==> config.mk <==
export PLATFORM = sky130hd
export DESIGN_NAME = wr_hold_ext
export DESIGN_NICKNAME = d
export VERILOG_FILES = /design/src/rtl/wr_hold_ext.sv
export SDC_FILE = /design/constraint.sdc
export NUM_CORES = 1
export LEC_CHECK = 0
export BUFFER_PORTS_ARGS = -buffer_cell sky130_fd_sc_hd__buf_2
export CAP_MARGIN = 30
export CORE_AREA = 2 2 39 41
export DETAILED_ROUTE_END_ITERATION = 10
export DIE_AREA = 0 0 41 43
export PLACE_DENSITY = 0.62
export RECOVER_POWER = 50
export SLEW_MARGIN = 20
export SYNTH_ARGS = -nofsm -noshare
export SYNTH_HDL_FRONTEND = slang
export SYNTH_SLANG_ARGS = --single-unit
==> constraint.sdc <==
create_clock -name clk -period 1.64 [get_ports clk]
set_clock_uncertainty 0.05 [all_clocks]
set_input_delay 0.328 -clock clk [delete_from_list [all_inputs] [get_ports clk]]
set_output_delay 0.328 -clock clk [all_outputs]
set_load 0.01 [all_outputs]
==> src/rtl/wr_hold_ext.sv <==
module wr_hold_ext #(
  parameter int WAIT_CLKS     = 3,
  parameter int RECOVERY_CLKS = 4
) (
  input  logic clk,
  input  logic rst_n,
  input  logic cpu_wr_n,
  input  logic per_sel,
  output logic wait_req,
  output logic per_wr_n
);
  localparam int CW = (WAIT_CLKS > 1) ? $clog2(WAIT_CLKS) : 1;
  localparam int RW = (RECOVERY_CLKS > 1) ? $clog2(RECOVERY_CLKS) : 1;

  typedef enum logic [1:0] {IDLE, STROBE, HOLD, RECOVER} st_t;
  st_t st;
  logic [CW-1:0] wcnt;
  logic [RW-1:0] rcnt;

  wire start  = !cpu_wr_n && per_sel;
  wire gap_ok = (rcnt == '0);

  always_ff @(posedge clk) begin
    if (!rst_n) begin
      st       <= IDLE;
      wait_req <= 1'b0;
      per_wr_n <= 1'b1;
      wcnt     <= '0;
      rcnt     <= '0;
    end else begin
      if (st != STROBE && !gap_ok) rcnt <= rcnt - 1'b1;
      case (st)
        IDLE: if (start) begin
          wait_req <= 1'b1;
          if (gap_ok) begin
            per_wr_n <= 1'b0;
            wcnt     <= CW'(WAIT_CLKS - 1);
            st       <= STROBE;
          end else begin
            st <= RECOVER;
          end
        end
        RECOVER: if (gap_ok) begin
          per_wr_n <= 1'b0;
          wcnt     <= CW'(WAIT_CLKS - 1);
          st       <= STROBE;
        end
        STROBE: if (wcnt == '0) begin
          per_wr_n <= 1'b1;
          wait_req <= 1'b0;
          rcnt     <= RW'(RECOVERY_CLKS - 1);
          st       <= HOLD;
        end else begin
          wcnt <= wcnt - 1'b1;
        end
        HOLD: if (cpu_wr_n) st <= IDLE;
        default: st <= IDLE;
      endcase
    end
  end

  p_reset_levels_r1: assert property (@(posedge clk)
    !rst_n |=> (per_wr_n && !wait_req));

  p_wait_on_select_r2: assert property (@(posedge clk) disable iff (!rst_n)
    (st == IDLE && start) |=> wait_req);

  p_strobe_in_wait_r3: assert property (@(posedge clk) disable iff (!rst_n)
    !per_wr_n |-> wait_req);

  p_end_together_r4: assert property (@(posedge clk) disable iff (!rst_n)
    $rose(per_wr_n) |-> $fell(wait_req));

  p_recover_high_r6: assert property (@(posedge clk) disable iff (!rst_n)
    (st == RECOVER) |-> (per_wr_n && wait_req));

  p_unselected_quiet_r7: assert property (@(posedge clk) disable iff (!rst_n)
    (st == IDLE && !per_sel) |=> (per_wr_n && !wait_req));

  p_hold_until_high_r8: assert property (@(posedge clk) disable iff (!rst_n)
    (st == HOLD && !cpu_wr_n) |=> (st == HOLD && per_wr_n));
endmodule

==> flow_summary.ini, run 1 <==
[run_status]
status = complete, no violations

[clock_tree]
numCtsBuffers = 3
cts_root_buf = clkbuf_4
clk_latency_ns = 0.25
hold_buffers = 0
cts_tree = done
ctsHtreeMaxLevel = 1
cts_buffer_depth = 2
path_clk_slew_ns = 0.06
clock-sinks = 8

[yosys]
yosysWarnings = 0
synth.avg_cell_area_um2 = 9.285
synthTopCellsByCount = 8 x dfxtp_1, 8 x inv_1, 7 x ha_1
synthCells = 57
ys_ff_latch = 8
yosysTopAreaCell = dfxtp_1
synth_edf_count = 0
netlist_area_um2 = 529.3
ys_seq_area_frac = 0.3026
synth.distinct_cells = 25
synth_nets = 68
yosys-top-cells-area = dfxtp_1 30%, ha_1 17%, inv_1 5.7%, a2111oi_4 5.2%, a21oi_1 4.7%
synth_flop_cell = dfxtp_1
synthArstFlopShare = 0
synth_top_area_frac = 0.3026

[placed_design]
hpwlAfterDp_um = 741.3
preCtsSetupSlack_ns = 0.03270
io_buffer_count = 5
gp_congestion = 0.7560

[setup_path]
critPathKind = reg -> reg
cp-start-kind = flop
required_ns = 1.75
path_max_fanout = 4
cp.arrival_ns = 1.69
worst_setup_path_end_kind = flop

[floorplan]
rows = 14
start_util = 0.3825
die-height_um = 43
boundaryPins = 6
dieWidth_um = 41
design.core.area_um2 = 1384
die_area_um2 = 1763

[global_routing]
grt_first_pass_wirelength_um = 1745
grt_pass1_vias = 414
grt-ovfl-total = 0
antenna_found_initial = 0
gr-usage-all-layers = 0.1431
grt_max_degree = 8

[cells_and_area]
area_growth_pct = 30.50
final_core_util = 0.4991
drive_above_1_share = 0.4028
diodes = 0
fin_nets = 85

[route]
drtPass1Iterations = 6
drcViolationCount = 0
wirelength_um = 1131
dr_total_vias = 468
ant_nets = 0
wl_per_cell_um = 12.85
via_per_inst = 5.318
drt-initial-drc-count = 2

[timing]
fmax_ghz = 0.6329
worst_slack_ns = 0.05996
fin_crit_sh = 0.9634
max_slew_margin = 0.7419
finalSetupTns_ns = 0
worst_slew_pin_slew_ns = 0.3872
setup_violations = 0
slew_violations = 0
finalHoldViolCount = 0
min_period_ns = 1.580

[power]
p_per_area_nw_per_um2 = 1767
p_leak_nw = 0.2841
power_mw = 1.220
max-vdd-ir-drop_v = 0.0008077

[flow_run]
drv_cap = 0

[hold_path]
min_path_type = in -> reg
## final timing paths
path	start	slack, ns	cells past startpoint	end
max reg2reg	st[0]$_SDFFE_PN0P_	0.06	6	st[1]$_SDFFE_PN0P_
min reg2reg	wcnt[1]$_SDFFE_PN0P_	0.45	1	wcnt[1]$_SDFFE_PN0P_
min	rst_n	0.27	2	per_wr_n$_SDFFE_PN1P_
max	st[0]$_SDFFE_PN0P_	0.06	6	st[1]$_SDFFE_PN0P_
## power by group
part | internal, mW | leakage (nW) | switching, mW
clock network | 0.0839 | 0.0138 | 0.0684
registers | 0.272 | 0.0671 | 0.0487
logic | 0.366 | 0.203 | 0.381
total | 0.722 | 0.284 | 0.498
## routing by layer
| metal | vias up | GRT usage | wire length, um |
|---|---|---|---|
| met5 | - | 0 | 0 |
| li1 | 236 | - | - |
| met4 | 0 | 0.06000 | 38 |
| met3 | 6 | 0.03141 | 43 |
| met2 | 9 | 0.2156 | 565 |
| met1 | 217 | 0.1889 | 483 |
## sequential cells by signal, indices dropped and copies added (netlist names)
name / cells
st: 2
wcnt: 2
wait_req: 1
per_wr_n: 1
rcnt: 2
## layout make-up
| type | count | area [um^2] |
|---|---|---|
| fillers | 123 | 693.2 |
| flip-flops and latches | 8 | 165.2 |
| well taps | 16 | 20.02 |
| repair buffers | 13 | 82.58 |
| clock buffers | 3 | 22.52 |
| multi-input cells | 40 | 370.4 |
| inverters | 8 | 30.03 |
## cells by family after synthesis
logic type	share of synthesized area
flops	0.3026
simple gates	0.1702
buf+inv	0.07801
fa+ha+maj	0.1655
xor+xnor	0.01655
compound gates	0.2671
## per-stage QoR
step	std cells	area (um^2)	hold slack [ns]
global route	88	690.7	0.2637
CTS	84	615.6	0.2554
global placement	81	593.1	0.4333
finish	88	690.7	0.2672
floorplan	57	529.3	0.3542
detailed placement	81	593.1	0.4372
## worst max-delay path, stage by stage, from the launching register on
cell and delay (ns):
dfxtp_4 0.36, inv_2 0.06, ha_4 0.16, nor2b_2 0.16, a2111oi_4 0.43, o2111ai_2 0.18, o31ai_2 0.09
## layout by cell type (no fill, tap or decap)
| cell type | netlist | routed |
|---|---|---|
| ha_2 | 0 | 2 |
| dfxtp_1 | 8 | 6 |
| clkbuf_4 | 0 | 3 |
| o211a_1 | 1 | 1 |
| a2111oi_4 | 1 | 1 |
| nor4_2 | 0 | 1 |
| o2111ai_2 | 0 | 1 |
| nor2b_4 | 1 | 1 |
| o21ai_0 | 3 | 3 |
| a31oi_1 | 1 | 1 |
| nand2b_4 | 1 | 1 |
| clkbuf_1 | 0 | 2 |
| o31ai_2 | 0 | 1 |
| buf_2 | 0 | 3 |
| ha_1 | 7 | 4 |
| dfxtp_2 | 0 | 1 |
| nor2b_1 | 2 | 1 |
| a311oi_1 | 1 | 1 |
| a21oi_1 | 5 | 5 |
| ha_4 | 0 | 1 |
| inv_2 | 0 | 2 |
| and2_1 | 1 | 1 |
| xnor2_1 | 1 | 1 |
| nand4b_1 | 1 | 1 |
| a211oi_1 | 2 | 1 |
| nor2_1 | 3 | 3 |
| a221oi_1 | 1 | 1 |
| a32oi_1 | 1 | 1 |
| nand2_1 | 3 | 3 |
| dfxtp_4 | 0 | 1 |
| inv_1 | 8 | 6 |
| nor2b_2 | 0 | 1 |
| nand2b_1 | 1 | 1 |
| buf_4 | 0 | 8 |
| a211oi_2 | 0 | 1 |
## what timing repair did
item | 4_1_cts | 5_1_grt
setup endpoints to repair | 0 | 4
buffers inserted | 0 | 4
resized for setup | 0 | 14
No activity file was read; power rests on OpenSTA's default activity.
==> run 2: changes to the inputs <==
--- a/config.mk
+++ b/config.mk
@@ -5,12 +5,14 @@
 export SDC_FILE = /design/constraint.sdc
 export NUM_CORES = 1
 export LEC_CHECK = 0
+export ABC_AREA = 1
 export BUFFER_PORTS_ARGS = -buffer_cell sky130_fd_sc_hd__buf_2
 export CAP_MARGIN = 30
 export CORE_AREA = 2 2 39 41
 export DETAILED_ROUTE_END_ITERATION = 10
 export DIE_AREA = 0 0 41 43
-export PLACE_DENSITY = 0.62
+export HOLD_SLACK_MARGIN = 0.05
+export PLACE_DENSITY = 0.6
 export RECOVER_POWER = 50
 export SLEW_MARGIN = 20
 export SYNTH_ARGS = -nofsm -noshare
==> constraint.sdc (replaced) <==
create_clock -name clk -period 1.74 [get_ports clk]
set_clock_uncertainty 0.05 [all_clocks]
set_input_delay 0.348 -clock clk [delete_from_list [all_inputs] [get_ports clk]]
set_output_delay 0.348 -clock clk [all_outputs]
set_load 0.01 [all_outputs]
==> run 2 against run 1 <==
Synthesized cell count increased by 42%. Clock-buffer cell count unchanged. Worst setup slack improved by 0.24 ns.
==> flow_summary.ini, run 2 <==
[flow_run]
drv_cap = 0

[timing]
worst_slew_pin_slew_ns = 0.2762
finalSetupTns_ns = 0
slew_violations = 0
fin_crit_sh = 0.8276
setup_violations = 0
hold_ws_ns = 0.3004
finalHoldViolCount = 0
max_slew_margin = 0.8159
fmax_ghz = 0.6945
min_period_ns = 1.440
rsz0062_at_grt = no

[setup_path]
worst_setup_path_end_kind = flop
cp.depth = 8
critPathSlowestCell = dfxtp_1
slowest_delay_ns = 0.36
cp-start-kind = flop
worstPathCellList = inv_1 -> ha_1 -> inv_1 -> nor2_1 -> a21oi_1 -> nand3_1 -> nand2_1 -> nor2_1
r2r.worst_path.cells = 8
cp_num_buf_inv = 2
critPathKind = reg -> reg
required_ns = 1.85
cp.arrival_ns = 1.55
crit_family = flip-flops
path_max_fanout = 4

[floorplan]
die-height_um = 43
design.core.area_um2 = 1384
start_util = 0.3870
boundaryPins = 6
dieWidth_um = 41
rows = 14
die_area_um2 = 1763

[cells_and_area]
drive_above_1_share = 0.1136
fillers = 166
area_growth_pct = 10.05
layout_commonest_cell = nand2_1
reg_top3 = rcnt x2, st x2, wcnt x2
diodes = 0
mostFrequentLayoutCells = 22 x nand2_1, 16 x inv_1, 10 x nor2_1
fin_nets = 101

[clock_tree]
clock-sinks = 8
ctsHtreeMaxLevel = 1
path_clk_slew_ns = 0.06
cts_root_buf = clkbuf_4
cts_tree = done
cts-resized-gates = 0
cts_buffer_depth = 2
numCtsBuffers = 3
hold_buffers = 0
post-cts-setup-buffers = 0
clk_latency_ns = 0.26

[run_status]
status = complete, no violations

[yosys]
synth_flop_cell = dfxtp_1
synth_edf_count = 0
synth.avg_cell_area_um2 = 6.611
synthArstFlopShare = 0
synth.distinct_cells = 18
synthCells = 81
ys_ff_latch = 8
netlist_area_um2 = 535.5
synthTopCellsByCount = 22 x nand2_1, 16 x inv_1, 9 x nor2_1
yosysTopAreaCell = dfxtp_1
yosys-top-cells-area = dfxtp_1 30%, ha_1 16%, nand2_1 15%, inv_1 11%, nor2_1 6.3%
ys_seq_area_frac = 0.2991
synth_nets = 92
synth_top_area_frac = 0.2991
yosysMostFrequentCell = nand2_1
yosysWarnings = 0

[placed_design]
hpwlAfterDp_um = 783.5
io_buffer_count = 5
gp_congestion = 0.7372

[power]
max-vdd-ir-drop_v = 0.0007674
p_leak_nw = 0.3201
p_per_area_nw_per_um2 = 1902

[global_routing]
antenna_found_initial = 0
grt_pass1_vias = 400
grt_max_degree = 9
grt-ovfl-total = 0
grt_first_pass_wirelength_um = 1580
gr-usage-all-layers = 0.1368

[route]
via_per_inst = 4.433
ant_nets = 0
dr_total_vias = 461
drcViolationCount = 0
drt-initial-drc-count = 5
drtPass1Iterations = 2
wl_per_cell_um = 9.144
wirelength_um = 951

[hold_path]
min_path_type = in -> reg
hold_depth = 2
run 2: power breakdown:
part	leakage [nW]	switching, mW	total [mW]	internal (mW)
clock network	0.0138	0.0645	0.144	0.0790
logic	0.240	0.419	0.666	0.247
registers	0.0663	0.0456	0.311	0.265
total	0.320	0.529	1.12	0.591
run 2: final timing paths:
kind	start	endpoint	slack, ns
max reg2reg	st[1]$_SDFFE_PN0P_	st[1]$_SDFFE_PN0P_	0.30
min	rst_n	per_wr_n$_SDFFE_PN1P_	0.30
max	st[1]$_SDFFE_PN0P_	st[1]$_SDFFE_PN0P_	0.30
min reg2reg	wait_req$_SDFFE_PN0P_	wait_req$_SDFFE_PN0P_	0.39
run 2: cell type report:
class / instances / area, um^2 / share of cell area
Tap cell: 16 / 20.02 / 0.03397
Sequential cell: 8 / 160.2 / 0.2718
Multi-Input combinational cell: 54 / 296.5 / 0.5032
Inverter: 18 / 67.56 / 0.1146
Timing Repair Buffer: 5 / 22.52 / 0.03822
Clock buffer: 3 / 22.52 / 0.03822
run 2: logic make-up (layout without fill, tap and decap cells):
logic type | count (synthesis) | after routing | synth area share
DFF | 8 | 8 | 0.2991
buffers and inverters | 19 | 26 | 0.1355
adders and majority gates | 7 | 7 | 0.1635
xor gates and xnor gates | 1 | 1 | 0.01636
and+or+nand+nor | 43 | 43 | 0.3505
AOI/OAI and AO/OA | 3 | 3 | 0.03503
run 2: routing by layer:
layer | wire, um | share of wire | track usage | vias up
met5 | 0 | 0 | 0 | -
met3 | 51 | 0.054 | 0.07853 | 2
li1 | - | - | - | 254
met2 | 439 | 0.46 | 0.1969 | 7
met4 | 8 | 0.0084 | 0.04000 | 0
met1 | 452 | 0.48 | 0.1683 | 198
run 2: per-stage QoR:
stage,utilization,total power [mW],instances,area (um^2),worst slack [ns]
after floorplan,-,0.8649,81,535.5,0.4595
after global placement,0.4159,1.010,101,575.6,0.3280
after detailed placement,0.4159,1.014,101,575.6,0.3219
after CTS,0.4322,1.163,104,598.1,0.3056
after global routing,0.4259,1.256,104,589.3,0.1563
final,0.4259,1.121,104,589.3,0.3000
run 2: worst reg2reg max path, stage by stage (launching register included):
cell     delay, ns
dfxtp_1       0.36
inv_1         0.09
ha_1          0.23
inv_1         0.07
nor2_1        0.06
a21oi_1       0.25
nand3_1       0.11
nand2_1       0.08
nor2_1        0.04
==> run 3: changes to the inputs <==
--- a/config.mk
+++ b/config.mk
@@ -12,7 +12,7 @@
 export DETAILED_ROUTE_END_ITERATION = 10
 export DIE_AREA = 0 0 41 43
 export HOLD_SLACK_MARGIN = 0.05
-export PLACE_DENSITY = 0.6
+export PLACE_DENSITY = 0.63
 export RECOVER_POWER = 50
 export SLEW_MARGIN = 20
 export SYNTH_ARGS = -nofsm -noshare
==> constraint.sdc (replaced) <==
create_clock -name clk -period 1.3 [get_ports clk]
set_clock_uncertainty 0.05 [all_clocks]
set_input_delay 0.26 -clock clk [delete_from_list [all_inputs] [get_ports clk]]
set_output_delay 0.26 -clock clk [all_outputs]
set_load 0.01 [all_outputs]
==> run 3 against run 2 <==
First-iteration DRC count shrank 20%. Clock power rose by 39%. Utilization increased by 6.4 points. Hold slack lost 0.073 ns. Register-to-register slack worse by 0.27 ns. Routed wire length up 12%. Total power rose by 58%. Largest power group unchanged.
==> flow_summary.ini, run 3 (synthesis gave the netlist of run 2 again) <==
[clock_tree]
cts_tree = done
path_clk_slew_ns = 0.06
clock-sinks = 8
ctsHtreeMaxLevel = 1
numCtsBuffers = 3
clk_latency_ns = 0.26
cts_buffer_depth = 2
cts_root_buf = clkbuf_4

[power]
p_leak_nw = 0.3380
p_per_area_nw_per_um2 = 2616
max-vdd-ir-drop_v = 0.0008267

[floorplan]
rows = 14
die_area_um2 = 1763
die-height_um = 43
design.core.area_um2 = 1384
start_util = 0.3870
dieWidth_um = 41
boundaryPins = 6

[timing]
slew_violations = 0
finalHoldViolCount = 0
hold_ws_ns = 0.2278
worst_slew_pin_slew_ns = 0.1936
fin_crit_sh = 0.9757
fmax_ghz = 0.7884
setup_violations = 0
rsz0062_at_grt = yes
min_period_ns = 1.268
max_slew_margin = 0.8706

[cells_and_area]
final_core_util = 0.4901
reg_top3 = rcnt x2, st x2, wcnt x2
multiInputGateArea_um2 = 355.3
fillers = 141
layout_commonest_cell = nand2_1
drive_above_1_share = 0.3297
diodes = 0
seq_area_um2 = 166.4
mostFrequentLayoutCells = 21 x nand2_1, 13 x inv_1, 8 x nor2_1
area_growth_pct = 26.64
fin_nets = 104

[route]
wirelength_um = 1064
via_per_inst = 4.598
ant_nets = 0
drt-initial-drc-count = 4
wl_per_cell_um = 9.944
drcViolationCount = 0
drtPass1Iterations = 3
dr_total_vias = 492

[global_routing]
grt_max_degree = 9
grt-ovfl-total = 0
gr-usage-all-layers = 0.1427
grt_pass1_vias = 424
antenna_found_initial = 0
grt_first_pass_wirelength_um = 1642

[hold_path]
min_path_type = in -> reg
min_to = per_wr_n$_SDFFE_PN1P_
hold_depth = 2
min_from = rst_n

[setup_path]
required_ns = 1.40
ff2ff_setup_slack_ns = 0.03
worst_setup_path_end_kind = flop
critPathKind = reg -> reg
cp.arrival_ns = 1.37
path_max_fanout = 4
worst_r2r_endpoint = st[1]$_SDFFE_PN0P_
cp-start-kind = flop
r2r.worst_path.cells = 9
r2r-start = st[1]$_SDFFE_PN0P_

[flow_run]
drv_cap = 0

[placed_design]
gp_congestion = 0.8409
hpwlAfterDp_um = 743.6
io_buffer_count = 5

[run_status]
status = complete, no violations
## run 3: cell types whose count changed in the layout (fill, tap and decap cells not counted), moves of 3 or more
cell	before	now
buf_4	0	3
dfxtp_1	8	5
ha_1	7	1
ha_2	0	5
inv_1	16	13
inv_2	1	4
## run 3: critical path, stage by stage, from the launching register on
cell and delay [ns]:
dfxtp_2 0.32, inv_2 0.08, ha_4 0.17, inv_2 0.05, nor2_4 0.16, inv_1 0.05
nand2_1 0.08, nor2_2 0.04, nor2_1 0.09, nor2_1 0.06
## run 3: metrics by stage
stage | TNS [ns] | instance area, um^2 | worst slack (ns) | cells | power (mW)
2_1_floorplan | 0 | 535.5 | 0.01949 | 81 | 1.158
3_3_place_gp | -0.007550 | 598.1 | -0.007550 | 104 | 1.379
3_5_place_dp | -0.06020 | 598.1 | -0.03215 | 104 | 1.394
4_1_cts | 0 | 654.4 | 0.006865 | 107 | 1.706
5_1_grt | -0.07693 | 678.2 | -0.03344 | 107 | 1.975
6_report | 0 | 678.2 | 0.03158 | 107 | 1.774
## run 3: layout make-up
type,count,share of cell area
Clock buffer,3,0.03321
Inverter,18,0.09963
Multi-Input combinational cell,54,0.5240
Sequential cell,8,0.2454
Tap cell,16,0.02952
Timing Repair Buffer,8,0.06827
## run 3: timing repair
item / in CTS / in global routing
gates resized for setup: 7 / 13
setup endpoints to repair: 6 / 6
hold buffers: 0 / 0
buffers inserted: 0 / 0
pin swaps: 2 / 4
## run 3: how the worst max path moves through the flow
stage / start / to / cells past startpoint
6_report: st[1]$_SDFFE_PN0P_ / st[1]$_SDFFE_PN0P_ / 9
5_1_grt: st[0]$_SDFFE_PN0P_ / wait_req$_SDFFE_PN0P_ / 7
4_1_cts: st[0]$_SDFFE_PN0P_ / wcnt[0]$_SDFFE_PN0P_ / 7
3_5_place_dp: st[1]$_SDFFE_PN0P_ / wcnt[0]$_SDFFE_PN0P_ / 8
3_3_place_gp: st[1]$_SDFFE_PN0P_ / wcnt[0]$_SDFFE_PN0P_ / 8
2_1_floorplan: st[1]$_SDFFE_PN0P_ / wcnt[0]$_SDFFE_PN0P_ / 8
## run 3: power by group
part | internal (mW) | total [mW] | switching [mW]
clock | 0.106 | 0.200 | 0.0940
sequential | 0.370 | 0.432 | 0.0619
combinational | 0.477 | 1.14 | 0.665
## run 3: layer usage
metal	part of all wire	track usage	vias up	routed length (um)
met3	0.030	0.03665	7	32
met4	0.043	0.1400	0	46
met5	0	0	-	0
met2	0.50	0.2031	8	536
met1	0.42	0.1581	216	448
li1	-	-	261	-
